## src/rtl/pid_pkg.sv

```systemverilog
package pid_pkg;
    localparam int PID_SAMPLE_W = 8;
    localparam int PID_COEF_W   = 16;
    localparam int PID_FRAC_W   = 8;
    localparam int PID_TAPS     = 3;
endpackage

```

## src/rtl/pid_err_sub.sv

```systemverilog
module pid_err_sub #(
    parameter int SAMPLE_W = pid_pkg::PID_SAMPLE_W,
    localparam int ERR_W   = SAMPLE_W + 1
) (
    input  logic [SAMPLE_W-1:0] setpoint_i,
    input  logic [SAMPLE_W-1:0] feedback_i,
    output logic [ERR_W-1:0]    err_o
);
    // zero-extended subtraction yields the two's complement difference
    always_comb begin
        err_o = {1'b0, setpoint_i} - {1'b0, feedback_i};
    end
endmodule

```

## src/rtl/pid_mac3.sv

```systemverilog
module pid_mac3 #(
    parameter int ERR_W  = pid_pkg::PID_SAMPLE_W + 1,
    parameter int COEF_W = pid_pkg::PID_COEF_W,
    parameter int FRAC_W = pid_pkg::PID_FRAC_W,
    parameter int OUT_W  = pid_pkg::PID_SAMPLE_W,
    parameter int TAPS   = pid_pkg::PID_TAPS
) (
    input  logic [TAPS-1:0][ERR_W-1:0]  err_i,
    input  logic [TAPS-1:0][COEF_W-1:0] coef_i,
    input  logic [OUT_W-1:0]            u_prev_i,
    output logic [OUT_W-1:0]            u_next_o
);
    localparam int PROD_W = ERR_W + COEF_W;
    localparam int ACC_W  = PROD_W + $clog2(TAPS) + 1;
    localparam logic signed [ACC_W:0] U_MAX = (ACC_W+1)'((1 << OUT_W) - 1);

    logic signed [PROD_W-1:0] prod [TAPS];
    logic signed [ACC_W-1:0]  acc;
    logic signed [ACC_W-1:0]  scaled;
    logic signed [ACC_W:0]    total;

    // one multiplier per tap, all in parallel
    for (genvar t = 0; t < TAPS; t++) begin : g_tap
        assign prod[t] = PROD_W'($signed(err_i[t])) * PROD_W'($signed(coef_i[t]));
    end

    always_comb begin
        acc = '0;
        for (int t = 0; t < TAPS; t++) begin
            acc = acc + ACC_W'(prod[t]);
        end
        scaled = acc >>> FRAC_W;
        total  = (ACC_W+1)'(scaled) + (ACC_W+1)'($signed({1'b0, u_prev_i}));
        if (total < 0) begin
            u_next_o = '0;
        end else if (total > U_MAX) begin
            u_next_o = '1;
        end else begin
            u_next_o = total[OUT_W-1:0];
        end
    end

    // clamp bounds: a negative total must give 0, an oversized one all ones
    always_comb begin
        if (total < 0) begin
            assert (u_next_o == '0) else $error("p_clamp_low_r7");
        end
        if (total > U_MAX) begin
            assert (u_next_o == '1) else $error("p_clamp_high_r6");
        end
    end
endmodule

```

## src/rtl/incr_pid_core.sv

```systemverilog
module incr_pid_core #(
    parameter int SAMPLE_W = pid_pkg::PID_SAMPLE_W,
    parameter int COEF_W   = pid_pkg::PID_COEF_W,
    parameter int FRAC_W   = pid_pkg::PID_FRAC_W
) (
    input  logic                clk,
    input  logic                rst,
    input  logic                sample_valid,
    input  logic [SAMPLE_W-1:0] setpoint,
    input  logic [SAMPLE_W-1:0] feedback,
    input  logic [COEF_W-1:0]   coef_c0,
    input  logic [COEF_W-1:0]   coef_c1,
    input  logic [COEF_W-1:0]   coef_c2,
    output logic [SAMPLE_W-1:0] u_out,
    output logic                result_valid
);
    localparam int ERR_W = SAMPLE_W + 1;
    localparam int TAPS  = pid_pkg::PID_TAPS;

    typedef struct packed {
        logic [ERR_W-1:0]    e1;
        logic [ERR_W-1:0]    e2;
        logic [SAMPLE_W-1:0] u;
        logic                vld;
    } hist_t;

    hist_t st_d, st_q;
    logic [ERR_W-1:0]              err_now;
    logic [SAMPLE_W-1:0]           u_next;
    logic [TAPS-1:0][ERR_W-1:0]    taps_err;
    logic [TAPS-1:0][COEF_W-1:0]   taps_coef;

    pid_err_sub #(.SAMPLE_W(SAMPLE_W)) u_sub (
        .setpoint_i (setpoint),
        .feedback_i (feedback),
        .err_o      (err_now)
    );

    assign taps_err  = {st_q.e2, st_q.e1, err_now};
    assign taps_coef = {coef_c2, coef_c1, coef_c0};

    pid_mac3 #(
        .ERR_W  (ERR_W),
        .COEF_W (COEF_W),
        .FRAC_W (FRAC_W),
        .OUT_W  (SAMPLE_W),
        .TAPS   (TAPS)
    ) u_mac (
        .err_i    (taps_err),
        .coef_i   (taps_coef),
        .u_prev_i (st_q.u),
        .u_next_o (u_next)
    );

    always_comb begin
        st_d     = st_q;
        st_d.vld = sample_valid;
        if (sample_valid) begin
            st_d.e2 = st_q.e1;
            st_d.e1 = err_now;
            st_d.u  = u_next;
        end
    end

    always_ff @(posedge clk) begin
        if (rst) begin
            st_q <= '0;
        end else begin
            st_q <= st_d;
        end
    end

    assign u_out        = st_q.u;
    assign result_valid = st_q.vld;

    p_reset_clear_r1: assert property (@(posedge clk)
        rst |=> (u_out == '0 && !result_valid && st_q.e1 == '0 && st_q.e2 == '0));

    p_hold_idle_r4: assert property (@(posedge clk) disable iff (rst)
        !sample_valid |=> ($stable(u_out) && $stable(st_q.e1) && $stable(st_q.e2)));

    p_valid_after_strobe_r5: assert property (@(posedge clk) disable iff (rst)
        sample_valid |=> result_valid);

    p_valid_quiet_r5: assert property (@(posedge clk) disable iff (rst)
        !sample_valid |=> !result_valid);

    p_history_shift_r8: assert property (@(posedge clk) disable iff (rst)
        sample_valid |=> (st_q.e2 == $past(st_q.e1)));

    p_zero_error_hold_r3: assert property (@(posedge clk) disable iff (rst)
        (sample_valid && setpoint == feedback && st_q.e1 == '0 && st_q.e2 == '0)
        |=> $stable(u_out));
endmodule

```

## config.mk

```make
export PLATFORM = sky130hd
export DESIGN_NAME = incr_pid_core
export DESIGN_NICKNAME = d
export VERILOG_FILES = /design/src/rtl/pid_pkg.sv /design/src/rtl/pid_err_sub.sv /design/src/rtl/pid_mac3.sv /design/src/rtl/incr_pid_core.sv
export SDC_FILE = /design/constraint.sdc
export NUM_CORES = 1
export LEC_CHECK = 0
export ABC_CLOCK_PERIOD_IN_PS = 19100
export CAP_MARGIN = 0
export CORE_UTILIZATION = 50
export DETAILED_ROUTE_END_ITERATION = 7
export DONT_BUFFER_PORTS = 1
export PLACE_DENSITY = 0.64
export SYNTH_ARGS = -nofsm -noshare
export SYNTH_HDL_FRONTEND = slang
export SYNTH_SLANG_ARGS = --single-unit
```

## constraint.sdc

```tcl
create_clock -name clk -period 19.1 [get_ports clk]
set_input_delay 3.82 -clock clk [delete_from_list [all_inputs] [get_ports clk]]
set_output_delay 3.82 -clock clk [all_outputs]
set_load 0.005 [all_outputs]
```

==> run_results.csv, run 1 <==
group,metric,value,unit
worst_setup_path,arrival,13.91,ns
floorplan,initial_core_util,50.89,%
synth,netlist_area,17580,um^2
detailed_routing,drtAntennaViolNets,0,
worst_setup_path,cp-start-kind,"input pin",
status,status,"finished, final reports clean",
detailed_routing,wl_per_cell,17.84,um
floorplan,die_h,189.5,um
synth,syn_nets,2540,
synth,yosys_warnings,0,
worst_setup_path,path_max_fanout,18,
global_route,grt_pass1_wl,68490,um
worst_setup_path,crit_type,"in2reg",
worst_setup_path,critical-path-top-delay-family,"adder cells",
synth,synth.ff_latch_count,27,
sta,grt_setup_unrepaired,"false",
detailed_routing,routed_wl,40600,um
sta,tightest_slew,0.8134,ns
worst_setup_path,cp_num_buf_inv,8,
worst_setup_path,worstPathRequired,19.26,ns
run,drv_cap,0,
global_route,grt_util_all_layers,24.52,%
worst_setup_path,cpMostUsedCell,"fa_1",
sta,fin_setup_tns,0,ns
synth,synth.area.top_cells,"fa_1 (52%), inv_1 (9.7%), ha_1 (9.2%), nand2_1 (5.5%), and2_1 (5.2%)",
sta,finalSetupViolations,0,
floorplan,num_rows,68,
synth,ys.flop_type,"dfxtp_1",
layout,area_growth_syn_to_layout,2.342,%
floorplan,dieArea,35910,um^2
detailed_routing,dr.pass1.iters,5,
synth,yosysSeqAreaShare,3.075,%
synth,synthCells,1885,
global_route,globalRoute.totalOverflow,0,
layout,drive_gt1_share,2.857,%
detailed_routing,via_per_inst,5.341,
synth,async_flop_share,0,%
cts,insertion_delay,0.28,ns
floorplan,core,34540,um^2
cts,post_cts.repair.setup_buffers,0,
cts,holdBufCountCts,0,
placement,dp_hpwl,35640,um
placement,io_buffers,0,
worst_setup_path,endpoint_kind,"flip-flop",
sta,fin_skew,0.003539,ns
cts,cts_made_buffers,3,
synth,synth_enable_flop_cells,0,
worst_setup_path,max_stage_delay,0.56,ns
synth,avgSynthCellArea,9.326,um^2
worst_setup_path,cpMaxStageDelayCell,"fa_1",
layout,nets,2476,
synth,synth_top_area_cell,"fa_1",
sta,fin_crit,13.75,ns
synth,synth_top_cell_area_share,52.27,%
global_route,grt_max_degree,30,
detailed_routing,drtIter0Drc,586,
sta,slew_viol_final,0,
floorplan,ioPinCount,76,
sta,hold_viol_final,0,
cts,cts_tree,"done",
floorplan,die_w,189.5,um
sta,period_share,72.01,%
placement,finalWeightedCongestion,0.8772,
cts,clockBufferDepth,2,
layout,n_antenna_cell,0,
detailed_routing,drc,0,
global_route,grt_pass1_vias,13572,
sta,clock.fmax,0.07271,GHz
cts,cts_root_buffer,"clkbuf_16",
cts,htreeDepth,1,
synth,synthDistinctLibCells,70,
cts,clock-sinks,27,
global_route,antenna_found_initial,0,
sta,whs,0.6107,ns
cts,clk_pin_slew_worst_paths,0.07,ns
detailed_routing,vias,12150,
hold_path,hold_class,"reg2reg",
sta,relSlewSlack,45.70,%
cts,cts.repair.resized,0,
cells by family after synthesis:
group / after synthesis / share of synthesized area, %
adder cells (fa/ha/maj): 588 / 61.45
AND/OR/NAND/NOR: 546 / 15.37
XOR/XNOR: 38 / 1.893
AO/OA/AOI/OAI: 124 / 5.189
multiplexers: 22 / 1.253
buffers and inverters: 540 / 11.77
flip-flops: 27 / 3.075
registers in the layout, indices dropped and copies added (netlist names):
| name | cells |
|---|---|
| st_q | 18 |
| u_out | 8 |
| result_valid | 1 |
routing by layer:
| metal | global-route usage (%) | vias up | wire, um |
|---|---|---|---|
| met5 | 0 | - | 0 |
| met4 | 9.243 | 0 | 1623 |
| met3 | 2.002 | 78 | 2058 |
| met2 | 44.36 | 368 | 21460 |
| met1 | 30.41 | 6286 | 15450 |
| li1 | - | 5418 | - |
worst reg2reg max path, delay by kind of cell (launching register included):
kind	cells	cell delay, ns
and+or+nand+nor	5	0.86
DFF	1	0.77
adders and majority gates	10	4.76
xor gates and xnor gates	1	0.16
AOI/OAI and AO/OA	8	2.08
muxes	1	0.29
buffers and inverters	5	0.26
layout make-up:
cell class                      count  area, um^2
Multi-Input combinational cell   1318       14970
Inverter                          455        1708
Fill cell                        3240       16550
Clock buffer                        3       75.07
Clock inverter                      1       7.507
Sequential cell                    27       540.5
Timing Repair Buffer               16       120.1
Tap cell                          455       569.3
Yosys cell counts (5+ instances only):
cell type  number
ha_1          129
nand2b_1       43
o21ai_0        14
o21bai_1        5
nand2_1       256
xnor2_1        28
o21ai_1         6
nor3_1          9
clkbuf_1       62
dfxtp_1        27
buf_2           6
nor2_1         46
nand4_1         7
xor2_1         10
fa_1          459
mux2i_1        22
and2_1        145
buf_1           8
a21o_1         12
buf_4           9
inv_1         455
a21oi_1        32
or2_2           8
per-stage QoR:
stage / cell area [um^2] / setup slack (ns) / std cells / utilization, %
final: 17990 / 5.347 / 2275 / 52.08
after global routing: 17990 / 4.836 / 2275 / 52.08
after detailed placement: 17910 / 5.101 / 2271 / 51.84
after CTS: 17990 / 5.372 / 2275 / 52.08
after floorplan: 17580 / 5.851 / 1885 / -
after global placement: 17910 / 5.386 / 2271 / 51.84
cell usage in the layout, fill, tap and decap left out, types with 14 or more instances in the layout:
cell / netlist / layout
a21oi_1: 32 / 32
and2_1: 145 / 145
buf_4: 9 / 16
dfxtp_1: 27 / 27
fa_1: 459 / 459
ha_1: 129 / 129
inv_1: 455 / 455
mux2i_1: 22 / 22
nand2_1: 256 / 256
nand2b_1: 43 / 43
nor2_1: 46 / 46
o21ai_0: 14 / 14
xnor2_1: 28 / 28
final timing paths:
check	startpoint	endpoint	slack (ns)	cells past startpoint
worst max register to register	st_q[12]	u_out[0]	9.83	30
worst max-delay path	setpoint[0]	u_out[0]	5.35	42
worst min-delay path	u_out[0]	u_out[0]	0.61	2
worst min register to register	u_out[0]	u_out[0]	0.61	2
Power of run 1 is not shown: default switching activity piles up to over one toggle a cycle in this logic, so the estimate is an artifact.
==> run 2, diff against run 1 <==
Settings changed: ABC_CLOCK_PERIOD_IN_PS 19100 to 11900, PLACE_DENSITY 0.64 to 0.67.
Clock period 19.1 ns to 11.9 ns, I/O delays scaled along.
==> run 2 against run 1 <==
  * Setup slack lost 4.9 ns
  * Global-route usage grew 0.40 points
  * Final cell count grew 1.0%
  * Die area is the same
  * Count of clock-buffer cells in the layout is the same
  * Sequential share of layout area is essentially flat
  * Largest cell class unchanged
==> run_results.csv, run 2 (same netlist as run 1, synthesis figures left out) <==
group,metric,value,unit
status,status,"finished, final reports clean",
layout,final_cell_area,18260,um^2
worst_setup_path,cpMostUsedCell,"inv_1",
sta,fin_skew,0.004096,ns
placement,placed_area,18070,um^2
layout,fillers,3198,
detailed_routing,dr.pass1.iters,5,
layout,final_cells,2298,
detailed_routing,via_per_inst,5.292,
global_route,antenna_found_initial,0,
global_route,grt_max_degree,30,
cts,htreeDepth,1,
sta,hold_viol_final,0,
worst_setup_path,ff2ff_path_depth,30,
cts,clock-sinks,27,
layout,area_growth_syn_to_layout,3.858,%
floorplan,initial_core_util,50.89,%
hold_path,hold_class,"reg2reg",
detailed_routing,drtIter0Drc,728,
cts,insertion_delay,0.28,ns
worst_setup_path,arrival,11.62,ns
floorplan,die_h,189.5,um
worst_setup_path,crit_type,"in2reg",
layout,multi_input_area,15060,um^2
worst_setup_path,cp-start-kind,"input pin",
global_route,grt_util_all_layers,24.93,%
layout,largest_reg_flops,18,
run,drv_cap,0,
global_route,grt_pass1_wl,69610,um
detailed_routing,drc,0,
worst_setup_path,endpoint_kind,"flip-flop",
detailed_routing,drtAntennaViolNets,0,
sta,grt_setup_unrepaired,"false",
layout,n_antenna_cell,0,
cts,cts_made_buffers,3,
sta,finalSetupViolations,0,
cts,clockBufferDepth,2,
layout,layout_common_cells,"inv_1 (455), fa_1 (455), nand2_1 (256)",
cts,cts_tree,"done",
cts,holdBufCountCts,0,
placement,io_buffers,0,
layout,nets,2499,
sta,relSlewSlack,45.07,%
worst_setup_path,max_stage_delay,0.57,ns
sta,tightest_slew,0.8229,ns
detailed_routing,vias,12161,
worst_setup_path,cpMaxStageDelayCell,"fa_2",
global_route,grt_pass1_vias,13533,
global_route,globalRoute.totalOverflow,0,
sta,period_share,96.33,%
cts,cts_root_buffer,"clkbuf_16",
floorplan,die_w,189.5,um
worst_setup_path,worstPathRequired,12.06,ns
layout,finish.utilization,52.85,%
floorplan,dieArea,35910,um^2
floorplan,num_rows,68,
placement,dp.cells,2292,
layout,drive_gt1_share,5.209,%
sta,clock.fmax,0.08723,GHz
sta,fin_ws,0.4363,ns
placement,finalWeightedCongestion,0.8924,
layout,largest_register,"st_q",
placement,dp_hpwl,36960,um
cts,clk_pin_slew_worst_paths,0.08,ns
detailed_routing,wl_per_cell,18.12,um
detailed_routing,routed_wl,41650,um
worst_setup_path,path_max_fanout,7,
placement,place_ws,-0.2127,ns
floorplan,ioPinCount,76,
floorplan,core,34540,um^2
sta,slew_viol_final,0,
sta,fin_crit,11.46,ns
hold_path,holdPathStages,2,
layout,seq_area,540.5,um^2
## run 2: stage by stage
step | TNS [ns] | hold slack (ns)
4_1_cts | 0 | 0.6083
3_3_place_gp | -0.008543 | 0.5823
6_report | 0 | 0.6058
2_1_floorplan | 0 | 0.5204
3_5_place_dp | -1.323 | 0.5968
5_1_grt | 0 | 0.6270
## run 2: metal layers
metal  up-vias  global-route usage, %  wire length, um
li1       5456                      -                -
met1      6288                  32.16            16750
met2       355                  44.10            21330
met3        62                  2.873             2329
met4         0                  7.010             1238
met5         -                      0                0
## run 2: worst max-delay path: cells and delay by family
kind,cells,cell delay (ns)
AO/OA/AOI/OAI,12,2.06
XOR/XNOR,1,0.19
adder cells (fa/ha/maj),12,4.92
buffers and inverters,9,0.66
multiplexers,1,0.23
AND/OR/NAND/NOR,7,1.18
## run 2: final timing paths
path / to / start / slack [ns]
hold / removal: u_out[0] / u_out[0] / 0.61
hold reg to reg: u_out[0] / u_out[0] / 0.61
setup reg to reg: u_out[0] / st_q[12] / 3.24
setup / recovery: u_out[0] / setpoint[0] / 0.44
## run 2: final cells by class
type	instances	share of cell area (%)
flip-flops and latches	27	2.961
inverters	455	9.354
clock buffers	3	0.4112
multi-input cells	1318	82.49
clock inverters	1	0.04112
repair buffers	39	1.624
well taps	455	3.118
## run 2: repair_timing
item,4_1_cts,5_1_grt
setup endpoints to repair,0,8
gates resized for setup,0,26
buffers inserted,0,2
Power of run 2 is left out for the same reason.
==> run 3, diff against run 2 <==
Settings changed: ABC_CLOCK_PERIOD_IN_PS 11900 to 11490, PLACE_DENSITY 0.67 to 0.64.
Clock period 11.9 ns to 11.49 ns, I/O delays scaled along.
==> run 3 against run 2 <==
  * Setup slack worse by 0.15 ns
  * Clock skew about the same
  * Final cell count up 0.87%
  * Final area up 1.2%
  * Highest routed layer unchanged
  * Global-route usage up 0.21 points
  * Die area unchanged
  * Wire length up 1.4%
  * Sequential cell count unchanged
  * Critical path depth down 1
  * Sequential share of layout area about the same
  * Worst hold slack worse by 0.0086 ns
==> run_results.csv, run 3 (same netlist as run 1, synthesis figures left out) <==
group,metric,value,unit
layout,final_common_cell,"fa_1",
worst_setup_path,cp_num_buf_inv,7,
global_route,antenna_found_initial,1,
placement,dp_hpwl,37450,um
placement,finalWeightedCongestion,0.8937,
layout,final_cells,2318,
sta,finalSetupViolations,0,
detailed_routing,drc,0,
floorplan,ioPinCount,76,
worst_setup_path,path_max_fanout,7,
layout,n_antenna_cell,0,
worst_setup_path,r2r-end,"u_out[3]",
global_route,grt_pass1_wl,70350,um
worst_setup_path,cpMaxStageDelayCell,"fa_2",
sta,clock.fmax,0.08929,GHz
sta,relSlewSlack,47.20,%
hold_path,hold_start,"u_out[0]",
cts,htreeDepth,1,
detailed_routing,drtAntennaViolNets,0,
worst_setup_path,ff2ff_path_depth,30,
floorplan,initial_core_util,50.89,%
floorplan,core,34540,um^2
layout,largest_register,"st_q",
global_route,grt_pass1_vias,13433,
hold_path,hold_end,"u_out[0]",
cts,clk_pin_slew_worst_paths,0.08,ns
sta,tightest_slew,0.7909,ns
worst_setup_path,arrival,11.35,ns
sta,fin_crit,11.20,ns
detailed_routing,drtIter0Drc,717,
layout,nets,2519,
detailed_routing,vias,12224,
floorplan,num_rows,68,
floorplan,die_h,189.5,um
cts,insertion_delay,0.27,ns
hold_path,holdPathStages,2,
detailed_routing,via_per_inst,5.274,
run,drv_cap,0,
floorplan,die_w,189.5,um
hold_path,hold_class,"reg2reg",
layout,area_growth_syn_to_layout,5.124,%
worst_setup_path,reg2reg_from,"st_q[12]",
cts,cts_made_buffers,3,
detailed_routing,routed_wl,42240,um
worst_setup_path,critical-path-top-delay-family,"adder cells",
global_route,grt_util_all_layers,25.14,%
global_route,grt_max_degree,30,
detailed_routing,dr.pass1.iters,5,
cts,cts_root_buffer,"clkbuf_16",
placement,dp.cells,2309,
cts,cts_tree,"done",
worst_setup_path,crit_type,"in2reg",
worst_setup_path,worstPathRequired,11.64,ns
global_route,globalRoute.totalOverflow,0,
layout,layout_common_cells,"fa_1 (454), inv_1 (447), nand2_1 (252)",
detailed_routing,wl_per_cell,18.22,um
worst_setup_path,cpMostUsedCell,"fa_1",
worst_setup_path,max_stage_delay,0.61,ns
sta,hold_viol_final,0,
sta,fin_skew,0.003821,ns
placement,io_buffers,0,
layout,drive_gt1_share,7.085,%
sta,fin_setup_tns,0,ns
status,status,"finished, final reports clean",
worst_setup_path,endpoint_kind,"flip-flop",
worst_setup_path,cp-start-kind,"input pin",
sta,period_share,97.47,%
cts,clockBufferDepth,2,
sta,grt_setup_unrepaired,"true",
layout,largest_reg_flops,18,
sta,slew_viol_final,0,
cts,clock-sinks,27,
floorplan,dieArea,35910,um^2
worst_setup_path,r2r_slack,2.73,ns
==> run 3: cell count changes in the layout (fill, tap and decap cells not counted), moves of 2 or more <==
cell     before  now
ha_4          1    3
buf_4        38   57
ha_1        126  124
inv_2         0    6
nand2_2       1    5
inv_1       455  447
nand2_1     256  252
==> run 3: per-layer routing <==
metal | up-vias | wire (um) | GRT usage, %
met3 | 41 | 2142 | 2.502
li1 | 5490 | - | -
met5 | - | 0 | 0
met2 | 289 | 21760 | 43.97
met1 | 6404 | 17610 | 34.22
met4 | 0 | 726 | 4.373
==> run 3: how the worst max path moves through the flow <==
stage | start | to | slack [ns] | cells after the start
floorplan | setpoint[0] | u_out[0] | 0.006 | 41
global placement | feedback[1] | u_out[0] | -0.21 | 41
detailed placement | setpoint[0] | u_out[0] | -0.38 | 41
CTS | setpoint[0] | u_out[0] | 0.008 | 42
global route | setpoint[0] | u_out[2] | -0.14 | 41
finish | setpoint[0] | u_out[3] | 0.29 | 41
==> run 3: per-stage QoR <==
stage	utilization [%]	hold WS [ns]	area (um^2)	worst slack, ns
CTS	53.04	0.5993	18320	0.008206
global route	53.50	0.6374	18480	-0.1372
detailed placement	52.77	0.5882	18230	-0.3843
finish	53.50	0.5971	18480	0.2910
global placement	52.77	0.5835	18230	-0.2057
floorplan	-	0.5204	17620	0.005906
==> run 3: area by class of cell <==
class / instances / area, um^2
fill: 3221 / 16060
multi-input combinational: 1318 / 15100
inverter: 455 / 1723
tap: 455 / 569.3
sequential: 27 / 540.5
timing repair buffer: 59 / 462.9
clock buffer: 3 / 75.07
clock inverter: 1 / 7.507
==> run 3: repair_timing <==
action	4_1_cts	5_1_grt
gates resized for setup	5	41
pin swaps	2	49
endpoints found under the setup margin	7	8
hold buffers	0	0
buffers inserted	0	5
==> run 3: worst reg2reg max path, delay by kind of cell, from the launching register on <==
family,cells,cell delay (ns)
adder cells (fa/ha/maj),10,4.80
AO/OA/AOI/OAI,8,1.62
AND/OR/NAND/NOR,5,0.80
flip-flops,1,0.75
multiplexers,1,0.26
buffers and inverters,5,0.24
XOR/XNOR,1,0.17
Power of run 3 is left out for the same reason.
